**src/rtl/pwmq_pkg.sv**
```systemverilog
package pwmq_pkg;
  localparam int unsigned AW        = 8;
  localparam int unsigned DW        = 32;
  localparam int unsigned CH_STRIDE = 8;
  localparam logic [AW-1:0] OFS_ACT  = 8'h00;
  localparam logic [AW-1:0] OFS_CYC  = 8'h04;
  localparam logic [AW-1:0] OFS_POL  = 8'h40;
  localparam logic [AW-1:0] OFS_RUN  = 8'h44;
  localparam logic [AW-1:0] OFS_OEN  = 8'hD0;
endpackage

```
**src/rtl/pwmq_regfile.sv**
```systemverilog
module pwmq_regfile
  import pwmq_pkg::*;
#(
  parameter int unsigned NCH = 4
) (
  input  logic                clk_i,
  input  logic                rst_ni,
  input  logic                wr_en_i,
  input  logic                rd_en_i,
  input  logic [AW-1:0]       addr_i,
  input  logic [DW-1:0]       wdata_i,
  output logic [DW-1:0]       rdata_o,
  output logic [NCH-1:0][DW-1:0] act_o,
  output logic [NCH-1:0][DW-1:0] cyc_o,
  output logic [NCH-1:0]      pol_o,
  output logic [NCH-1:0]      run_o,
  output logic [NCH-1:0]      oen_o
);
  localparam int unsigned PAD = DW - NCH;

  logic [NCH-1:0] hit_act, hit_cyc;

  always_comb begin
    for (int c = 0; c < NCH; c++) begin
      hit_act[c] = (addr_i == AW'(c * CH_STRIDE) + OFS_ACT);
      hit_cyc[c] = (addr_i == AW'(c * CH_STRIDE) + OFS_CYC);
    end
  end

  for (genvar c = 0; c < NCH; c++) begin : g_chreg
    always_ff @(posedge clk_i or negedge rst_ni) begin
      if (!rst_ni) begin
        act_o[c] <= '0;
        cyc_o[c] <= '0;
      end else if (wr_en_i) begin
        if (hit_act[c]) act_o[c] <= wdata_i;
        if (hit_cyc[c]) cyc_o[c] <= wdata_i;
      end
    end
  end

  always_ff @(posedge clk_i or negedge rst_ni) begin
    if (!rst_ni) begin
      pol_o <= '0;
      run_o <= '0;
      oen_o <= '0;
    end else if (wr_en_i) begin
      if (addr_i == OFS_POL) pol_o <= wdata_i[NCH-1:0];
      if (addr_i == OFS_RUN) run_o <= wdata_i[NCH-1:0];
      if (addr_i == OFS_OEN) oen_o <= wdata_i[NCH-1:0];
    end
  end

  always_comb begin
    rdata_o = '0;
    if (rd_en_i) begin
      if (addr_i == OFS_POL) rdata_o = {{PAD{1'b0}}, pol_o};
      if (addr_i == OFS_RUN) rdata_o = {{PAD{1'b0}}, run_o};
      if (addr_i == OFS_OEN) rdata_o = {{PAD{1'b0}}, oen_o};
      for (int c = 0; c < NCH; c++) begin
        if (hit_act[c]) rdata_o = act_o[c];
        if (hit_cyc[c]) rdata_o = cyc_o[c];
      end
    end
  end
endmodule

```
**src/rtl/pwmq_channel.sv**
```systemverilog
module pwmq_channel #(
  parameter int unsigned DW = 32
) (
  input  logic          clk_i,
  input  logic          rst_ni,
  input  logic          run_i,
  input  logic [DW-1:0] cyc_i,
  input  logic [DW-1:0] act_i,
  output logic          active_o
);
  localparam logic [DW-1:0] ONE = DW'(1);

  logic          run_d;
  logic [DW-1:0] cyc_w, act_w, cnt_q;
  logic          run_rise;

  assign run_rise = run_i & ~run_d;

  // working copies reload only on a rising run bit
  always_ff @(posedge clk_i or negedge rst_ni) begin
    if (!rst_ni) begin
      run_d <= 1'b0;
      cyc_w <= '0;
      act_w <= '0;
      cnt_q <= '0;
    end else begin
      run_d <= run_i;
      if (run_rise) begin
        cyc_w <= cyc_i;
        act_w <= act_i;
        cnt_q <= '0;
      end else if (!run_i || cyc_w == '0) begin
        cnt_q <= '0;
      end else if (cnt_q >= cyc_w - ONE) begin
        cnt_q <= '0;
      end else begin
        cnt_q <= cnt_q + ONE;
      end
    end
  end

  assign active_o = run_i & run_d & (cyc_w != '0) & (cnt_q < act_w);
endmodule

```
**src/rtl/multi_pwm_ctrl.sv**
```systemverilog
module multi_pwm_ctrl
  import pwmq_pkg::*;
#(
  parameter int unsigned NCH = 4
) (
  input  logic           clk_i,
  input  logic           rst_ni,
  input  logic           wr_en_i,
  input  logic           rd_en_i,
  input  logic [7:0]     addr_i,
  input  logic [31:0]    wdata_i,
  output logic [31:0]    rdata_o,
  output logic [NCH-1:0] pwm_o
);
  logic [NCH-1:0][DW-1:0] act_q, cyc_q;
  logic [NCH-1:0]         pol_q, run_q, oen_q, active;

  pwmq_regfile #(.NCH(NCH)) u_regs (
    .clk_i   (clk_i),
    .rst_ni  (rst_ni),
    .wr_en_i (wr_en_i),
    .rd_en_i (rd_en_i),
    .addr_i  (addr_i),
    .wdata_i (wdata_i),
    .rdata_o (rdata_o),
    .act_o   (act_q),
    .cyc_o   (cyc_q),
    .pol_o   (pol_q),
    .run_o   (run_q),
    .oen_o   (oen_q)
  );

  for (genvar c = 0; c < NCH; c++) begin : g_ch
    pwmq_channel #(.DW(DW)) u_ch (
      .clk_i    (clk_i),
      .rst_ni   (rst_ni),
      .run_i    (run_q[c]),
      .cyc_i    (cyc_q[c]),
      .act_i    (act_q[c]),
      .active_o (active[c])
    );
  end

  assign pwm_o = pol_q ^ (oen_q & active);
endmodule

```
**config.mk**
```make
export PLATFORM = sky130hd
export DESIGN_NAME = multi_pwm_ctrl
export DESIGN_NICKNAME = d
export VERILOG_FILES = /design/src/rtl/pwmq_pkg.sv /design/src/rtl/pwmq_regfile.sv /design/src/rtl/pwmq_channel.sv /design/src/rtl/multi_pwm_ctrl.sv
export SDC_FILE = /design/constraint.sdc
export NUM_CORES = 1
export LEC_CHECK = 0
export ABC_CLOCK_PERIOD_IN_PS = 4500
export BUFFER_PORTS_ARGS = -buffer_cell sky130_fd_sc_hd__clkbuf_2
export CAP_MARGIN = 20
export CORE_MARGIN = 2
export CORE_UTILIZATION = 54
export CTS_BUF_LIST = sky130_fd_sc_hd__clkbuf_8
export CTS_CLUSTER_DIAMETER = 50
export DETAILED_ROUTE_END_ITERATION = 8
export PLACE_DENSITY = 0.7
export SYNTH_ARGS = -nofsm -noshare
export SYNTH_HDL_FRONTEND = slang
export SYNTH_SLANG_ARGS = --single-unit
```
**constraint.sdc**
```tcl
create_clock -name clk_i -period 4.5 [get_ports clk_i]
set_clock_uncertainty 0.05 [all_clocks]
set_input_delay 0.45 -clock clk_i [delete_from_list [all_inputs] [get_ports clk_i]]
set_output_delay 0.45 -clock clk_i [all_outputs]
set_load 0.02 [all_outputs]
```
---- Word-level counts from Yosys, hierarchy flattened ----
Cells that the tools add are included.
storage, ports and cells
  output and inout port bits .............. 36
  bits of input ports ..................... 44
  logic and storage cells ................. 127
  flip-flop bits (word level) ............. 656
cells by class
  equal/unequal tests ..................... 10
  muxes and demuxes ....................... 24
  reduce and logical (&&, ||, !) cells .... 28
  magnitude comparators ................... 8
  add/subtract/negate cells ............... 8
  bitwise logic cells ..................... 22
operator list
  operator                                                               count
  32-bit 2-to-1 mux                                                      23
  32-bit by 1-bit adder with 32-bit output, second input constant        4
  32-bit >= comparator                                                   4
  32-bit logical NOT                                                     4
  32-bit less-than comparator                                            4
  32-bit nonzero test                                                    4
  32-bit by 1-bit subtractor with 32-bit output, second input constant   4
  8-bit by 5-bit equality test with 1-bit output, second input constant  4
  2-bit AND reduction                                                    11
  1-bit AND                                                              16
  8-bit by 4-bit equality test with 1-bit output, second input constant  2
  8-bit by 7-bit equality test with 1-bit output, second input constant  2
  8-bit by 3-bit equality test with 1-bit output, second input constant  1
  8-bit equality test, second input constant                             1
  8-bit logical NOT                                                      1
  4-bit AND                                                              1
  1-bit logical NOT                                                      4
  1-bit logical OR                                                       4
  4-bit 2-to-1 mux                                                       1
  1-bit NOT                                                              4
  4-bit bitwise XOR                                                      1

---- Depth between registers and ports, before layout ----
  depth after elaboration ................. 13
  depth in mapped cells ................... 16
  gate-level depth less buffers ........... 15

---- By module ----
A second synthesis with hierarchy kept.
unflattened totals
  cell total of the unflattened synthesis .. 3349
  area total of the unflattened synthesis .. 36542.5 µm²
by module, submodules not included
  module                            seq. area each (µm²)  instances  area each (µm²)  cells each
  pwmq_channel at g_ch[0].u_ch ...  2427.3                3          5906.9           598
  pwmq_regfile                      6706.4                1          12744.7          923
  pwmq_channel at g_ch[1].u_ch      2427.3                1          6027.0           624
  multi_pwm_ctrl                    0.0                   1          50.0             8

---- Worst setup path after synthesis ----
No wires, ideal clock.
  kind .................................... reg2reg
  start point ............................. register g_ch[3].u_ch.cyc_w[3]
  end point ............................... register g_ch[3].u_ch.cnt_q[23]
  cell stages (with the launch flop) ...... 13
  library setup time ...................... 0.138 ns
  slack ................................... 0.643 ns
  arrival time ............................ 3.670 ns
  period minus slack after synthesis ...... 3.857 ns
  buffers on the path ..................... 1
  required time ........................... 4.312 ns
  cells stage by stage .................... dfrtp_1 or3_1 nor3_1 nand3_1 or3b_2 xor2_1 ha_1 and4_1 nand2_1 or3_1 a311oi_1 clkbuf_1 nor4_1
on the way
  longest elaborated chain between the ends .. 5
  elaborated cells between the ends (all ways) .. 7
  those cells by class .................... 1 x add/sub; 1 x order compare; 3 x mux; 2 x reduce/logical
RTL lines
  what                                           RTL line            RTL
  start, declared                                pwmq_channel.sv:14  logic [DW-1:0] cyc_w, act_w, cnt_q;
  start signal, assigned                         pwmq_channel.sv:29  cyc_w <= cyc_i;
  32-bit by 1-bit subtractor with 32-bit output  pwmq_channel.sv:34  end else if (cnt_q >= cyc_w - ONE) begin
  32-bit >= comparator                           pwmq_channel.sv:34
  32-bit 2-to-1 mux                              pwmq_channel.sv:34
  32-bit 2-to-1 mux (*)                          pwmq_channel.sv:32  end else if (!run_i || cyc_w == '0) begin
  32-bit 2-to-1 mux (*)                          pwmq_channel.sv:28  if (run_rise) begin
  end signal, assigned                           pwmq_channel.sv:37  cnt_q <= cnt_q + ONE;
  end, declared                                  pwmq_channel.sv:14
Every way passes the cells marked *; elsewhere a longest branch is shown, timed or not.
A chain may end at the register's enable or synchronous reset.

---- Final worst setup path ----
  start point ............................. register g_ch[0].u_ch.cnt_q[23]
  end point ............................... output pwm_o[0]
on the way
  longest elaborated chain between the ends .. 4
RTL lines
  what                         RTL line              RTL
  start, declared              pwmq_channel.sv:14
  start signal, assigned       pwmq_channel.sv:37
  32-bit less-than comparator  pwmq_channel.sv:42    assign active_o = run_i & run_d & (cyc_w != '0) & (cnt_q < act_w);
  1-bit AND                    pwmq_channel.sv:42
  4-bit AND                    multi_pwm_ctrl.sv:44  assign pwm_o = pol_q ^ (oen_q & active);
  4-bit bitwise XOR            multi_pwm_ctrl.sv:44
  end, declared                multi_pwm_ctrl.sv:13  output logic [NCH-1:0] pwm_o
No other way between the ends.

==> key figures <==
Synth
  – Most common cell in the netlist: dfrtp_1
  – Synth area leaders: dfrtp_1 46%, mux2_2 12%, ha_1 9.2%, xnor2_1 3.4%, o21ai_0 2.8%
  – Syn Std Cell Area: 0.03580 mm²
  – Ys flop type: dfrtp_1
  – Top post-synthesis cells by count: 656 x dfrtp_1, 396 x mux2_2, 264 x ha_1
  – Yosys cell types: 69
  – Sequential area share after synthesis: 0.4585
  – Synth warnings: 0
  – FF+latch count, synth: 656
  – Avg Synthesized Cell Area: 10.92 µm²
  – Number of synthesized flops with an enable pin: 0
  – Synth top area share: 0.4585
  – Syn nets: 3585
  – Syn Inst Count: 3277
  – Leading area contributor after synthesis: dfrtp_1
  – Async set-reset flop share out of synthesis: 1.000

Floorplan
  – Starting Density: 0.5445
  – Die Y: 261.5 µm
  – Die area: 0.06837 mm²
  – Row cnt: 94
  – Die Wd: 261.5 µm
  – I/O Pins: 80
  – Core area: 0.06575 mm²

Drt
  – Residual DRC: 0
  – Antenna Nets Post-Route: 0
  – 1st-iter DRT viols: 2409
  – Via count: 27270
  – Drt first pass iters: 5
  – Final WL: 107.0 mm
  – Vias/cell: 6.307
  – Avg WL per Cell: 24.75 µm

GRT
  – Vias in the first global route: 27290
  – GRT Overall Usage: 0.3156
  – Remaining global-route overflow: 0
  – Initial antenna violation count: 19
  – First-pass GRT wire length: 162.7 mm
  – Largest net degree at the start of global routing: 115

Worst setup path
  – Crit path kind: reg -> out
  – Worst EP required: 4000 ps
  – CP endpoint kind: output port
  – Reg2Reg Setup Slack: 320 ps
  – Worst R2R End: g_ch[1].u_ch.cnt_q[28]$_DFF_PN0_
  – Critical R2R Launch: g_ch[1].u_ch.cyc_w[11]$_DFFE_PN0P_
  – Max FO, Critical Path: 4
  – R2R depth: 15
  – Crit path launch type: flip-flop
  – Worst endpoint data arrival time: 3790 ps

Finish
  – Multi-input combinational cell area: 0.01835 mm²
  – Sequential cell area: 0.01642 mm²
  – P&R area growth vs syn: 10.61%
  – Nets: 3683
  – Layout cells sized above 1: 0.2142
  – # fillers: 5367

Placement
  – Dpl hpwl: 79.59 mm
  – DP Worst Slack: 272.5 ps
  – Port bufs: 79
  – Routability Congestion: 0.9793

Clock tree
  – Clock buffer count from CTS: 110
  – Bufs on Longest Clock Path: 3
  – H-tree level count: 3
  – Clock transition at path regs: 60 ps
  – Sink Count: 656
  – Postcts setup bufs: 0
  – CTS tree: built
  – Clock latency at the later pin of the worst-skew pair: 710 ps
  – Clk root buf: clkbuf_8

Timing
  – Worst setup margin: 214.5 ps
  – Final worst path period share: 0.9523
  – Post-route setup TNS: 0 ps
  – # setup viols final: 0
  – Slew headroom: 0.2271
  – Pins Over Slew Limit: 0
  – RSZ-0062 raised after global routing: no
  – F_max: 0.2333 GHz
  – Clock period minus worst slack: 4285 ps
  – Final hold vios: 0
  – Slew @ Worst Pin: 1149 ps

Hold path
  – Hold worst-path end: u_regs.act_o[65]$_DFFE_PN0P_
  – Hold path start: wdata_i[1]
  – Tightest Hold Check Type: in -> reg
  – Worst Hold Path Cells: 2

Outcome
  – Run status: complete, no violations

Pwr
  – PD cells: 380.4 mW/mm²
  – VDD IR-drop max: 0.3723 mV
  – Pleak: 19.24 nW

Flow run
  – Max-cap viol count: 0
worst max path at each step:
stage / slack (ps) / from / cells past startpoint / end
finish: 210 / g_ch[0].u_ch.cnt_q[23]$_DFF_PN0_ / 8 / pwm_o[0]
detailed placement: 270 / g_ch[3].u_ch.cyc_w[6]$_DFFE_PN0P_ / 12 / g_ch[3].u_ch.cnt_q[15]$_DFF_PN0_
global placement: 330 / g_ch[1].u_ch.cyc_w[11]$_DFFE_PN0P_ / 15 / g_ch[1].u_ch.cnt_q[1]$_DFF_PN0_
global route: 20 / g_ch[3].u_ch.cyc_w[12]$_DFFE_PN0P_ / 12 / g_ch[3].u_ch.cnt_q[29]$_DFF_PN0_
floorplan: 640 / g_ch[3].u_ch.cyc_w[3]$_DFFE_PN0P_ / 12 / g_ch[3].u_ch.cnt_q[23]$_DFF_PN0_
CTS: 220 / g_ch[0].u_ch.cnt_q[22]$_DFF_PN0_ / 8 / pwm_o[0]
cells by family (layout without fill, tap and decap cells):
group / after synthesis / in the layout / share of synthesized area
AND/OR/NAND/NOR: 898 / 898 / 0.1296
flip-flops: 656 / 656 / 0.4585
AO/OA/AOI/OAI: 493 / 493 / 0.08738
multiplexers: 423 / 423 / 0.1412
buffers and inverters: 302 / 479 / 0.03208
adder cells (fa/ha/maj): 264 / 264 / 0.09227
XOR/XNOR: 241 / 241 / 0.05896
other: 0 / 6 / 0
layout make-up:
cell class | instances | share of cell area
Inverter | 155 | 0.01469
Clock buffer | 135 | 0.04692
Sequential cell | 656 | 0.4146
Clock inverter | 56 | 0.009384
Tap cell | 864 | 0.02730
Timing Repair Buffer | 133 | 0.02338
Multi-Input combinational cell | 2319 | 0.4634
Antenna cell | 6 | 0.0003792
report_power, final:
part	total [mW]	switching [mW]	internal [mW]	leakage [nW]
Clock	5.41	2.44	2.97	1.28
Combinational	3.23	1.89	1.35	8.86
Sequential	6.41	0.267	6.15	9.09
Total	15.1	4.60	10.5	19.2
repair_timing:
action	CTS	global route
hold buffers	1	0
resized for setup	0	2
hold endpoints to repair	105	0
setup endpoints to repair	0	34
worst max-delay path, cell delays in order (launching register included):
cell and delay, ps:
dfrtp_1 470, ha_1 360, nand4_1 210, nor4_1 1010, o211ai_1 210, o22ai_1 230, nor3_1 120, xor2_1 250
clkbuf_2 220
metal layers:
layer / global-route usage / vias to the layer above / wire length, µm
li1: - / 12180 / -
met1: 0.4131 / 13860 / 43720
met2: 0.5203 / 990 / 51070
met3: 0.06359 / 241 / 8250
met4: 0.1133 / 8 / 3789
met5: 0.01736 / - / 203
flip-flops by register name, summed over array words and instances, names as in the netlist:
name             cells
u_regs.pol_o         4
u_regs.oen_o         4
g_ch.u_ch.run_d      4
u_regs.run_o         4
g_ch.u_ch.cyc_w    128
g_ch.u_ch.cnt_q    128
u_regs.act_o       128
g_ch.u_ch.act_w    128
u_regs.cyc_o       128
placed cells by master (no fill, tap or decap), types with 32 or more instances in the layout:
| cell type | instances |
|---|---|
| a21o_1 | 42 |
| a21oi_1 | 91 |
| a221o_1 | 32 |
| buf_4 | 44 |
| clkbuf_2 | 78 |
| clkbuf_8 | 135 |
| dfrtp_1 | 656 |
| ha_1 | 264 |
| inv_1 | 193 |
| mux2_2 | 396 |
| nand2_1 | 243 |
| nand3_1 | 97 |
| nand4_1 | 72 |
| nor2_1 | 102 |
| nor3_1 | 127 |
| nor4_1 | 112 |
| o21ai_0 | 203 |
| xnor2_1 | 138 |
| xor2_1 | 103 |
stage by stage:
step | hold slack, ps | cell area, µm² | util | instances | power [mW]
2_1_floorplan | 104.4 | 35800 | - | 3277 | 8.666
3_3_place_gp | 438.2 | 37330 | 0.5678 | 4126 | 9.584
3_5_place_dp | 450.9 | 37330 | 0.5678 | 4126 | 9.701
4_1_cts | 111.2 | 39570 | 0.6018 | 4318 | 15.12
5_1_grt | 143.5 | 39590 | 0.6022 | 4321 | 15.80
6_report | 166.8 | 39600 | 0.6023 | 4324 | 15.06
(Power assumes the default switching activity.)
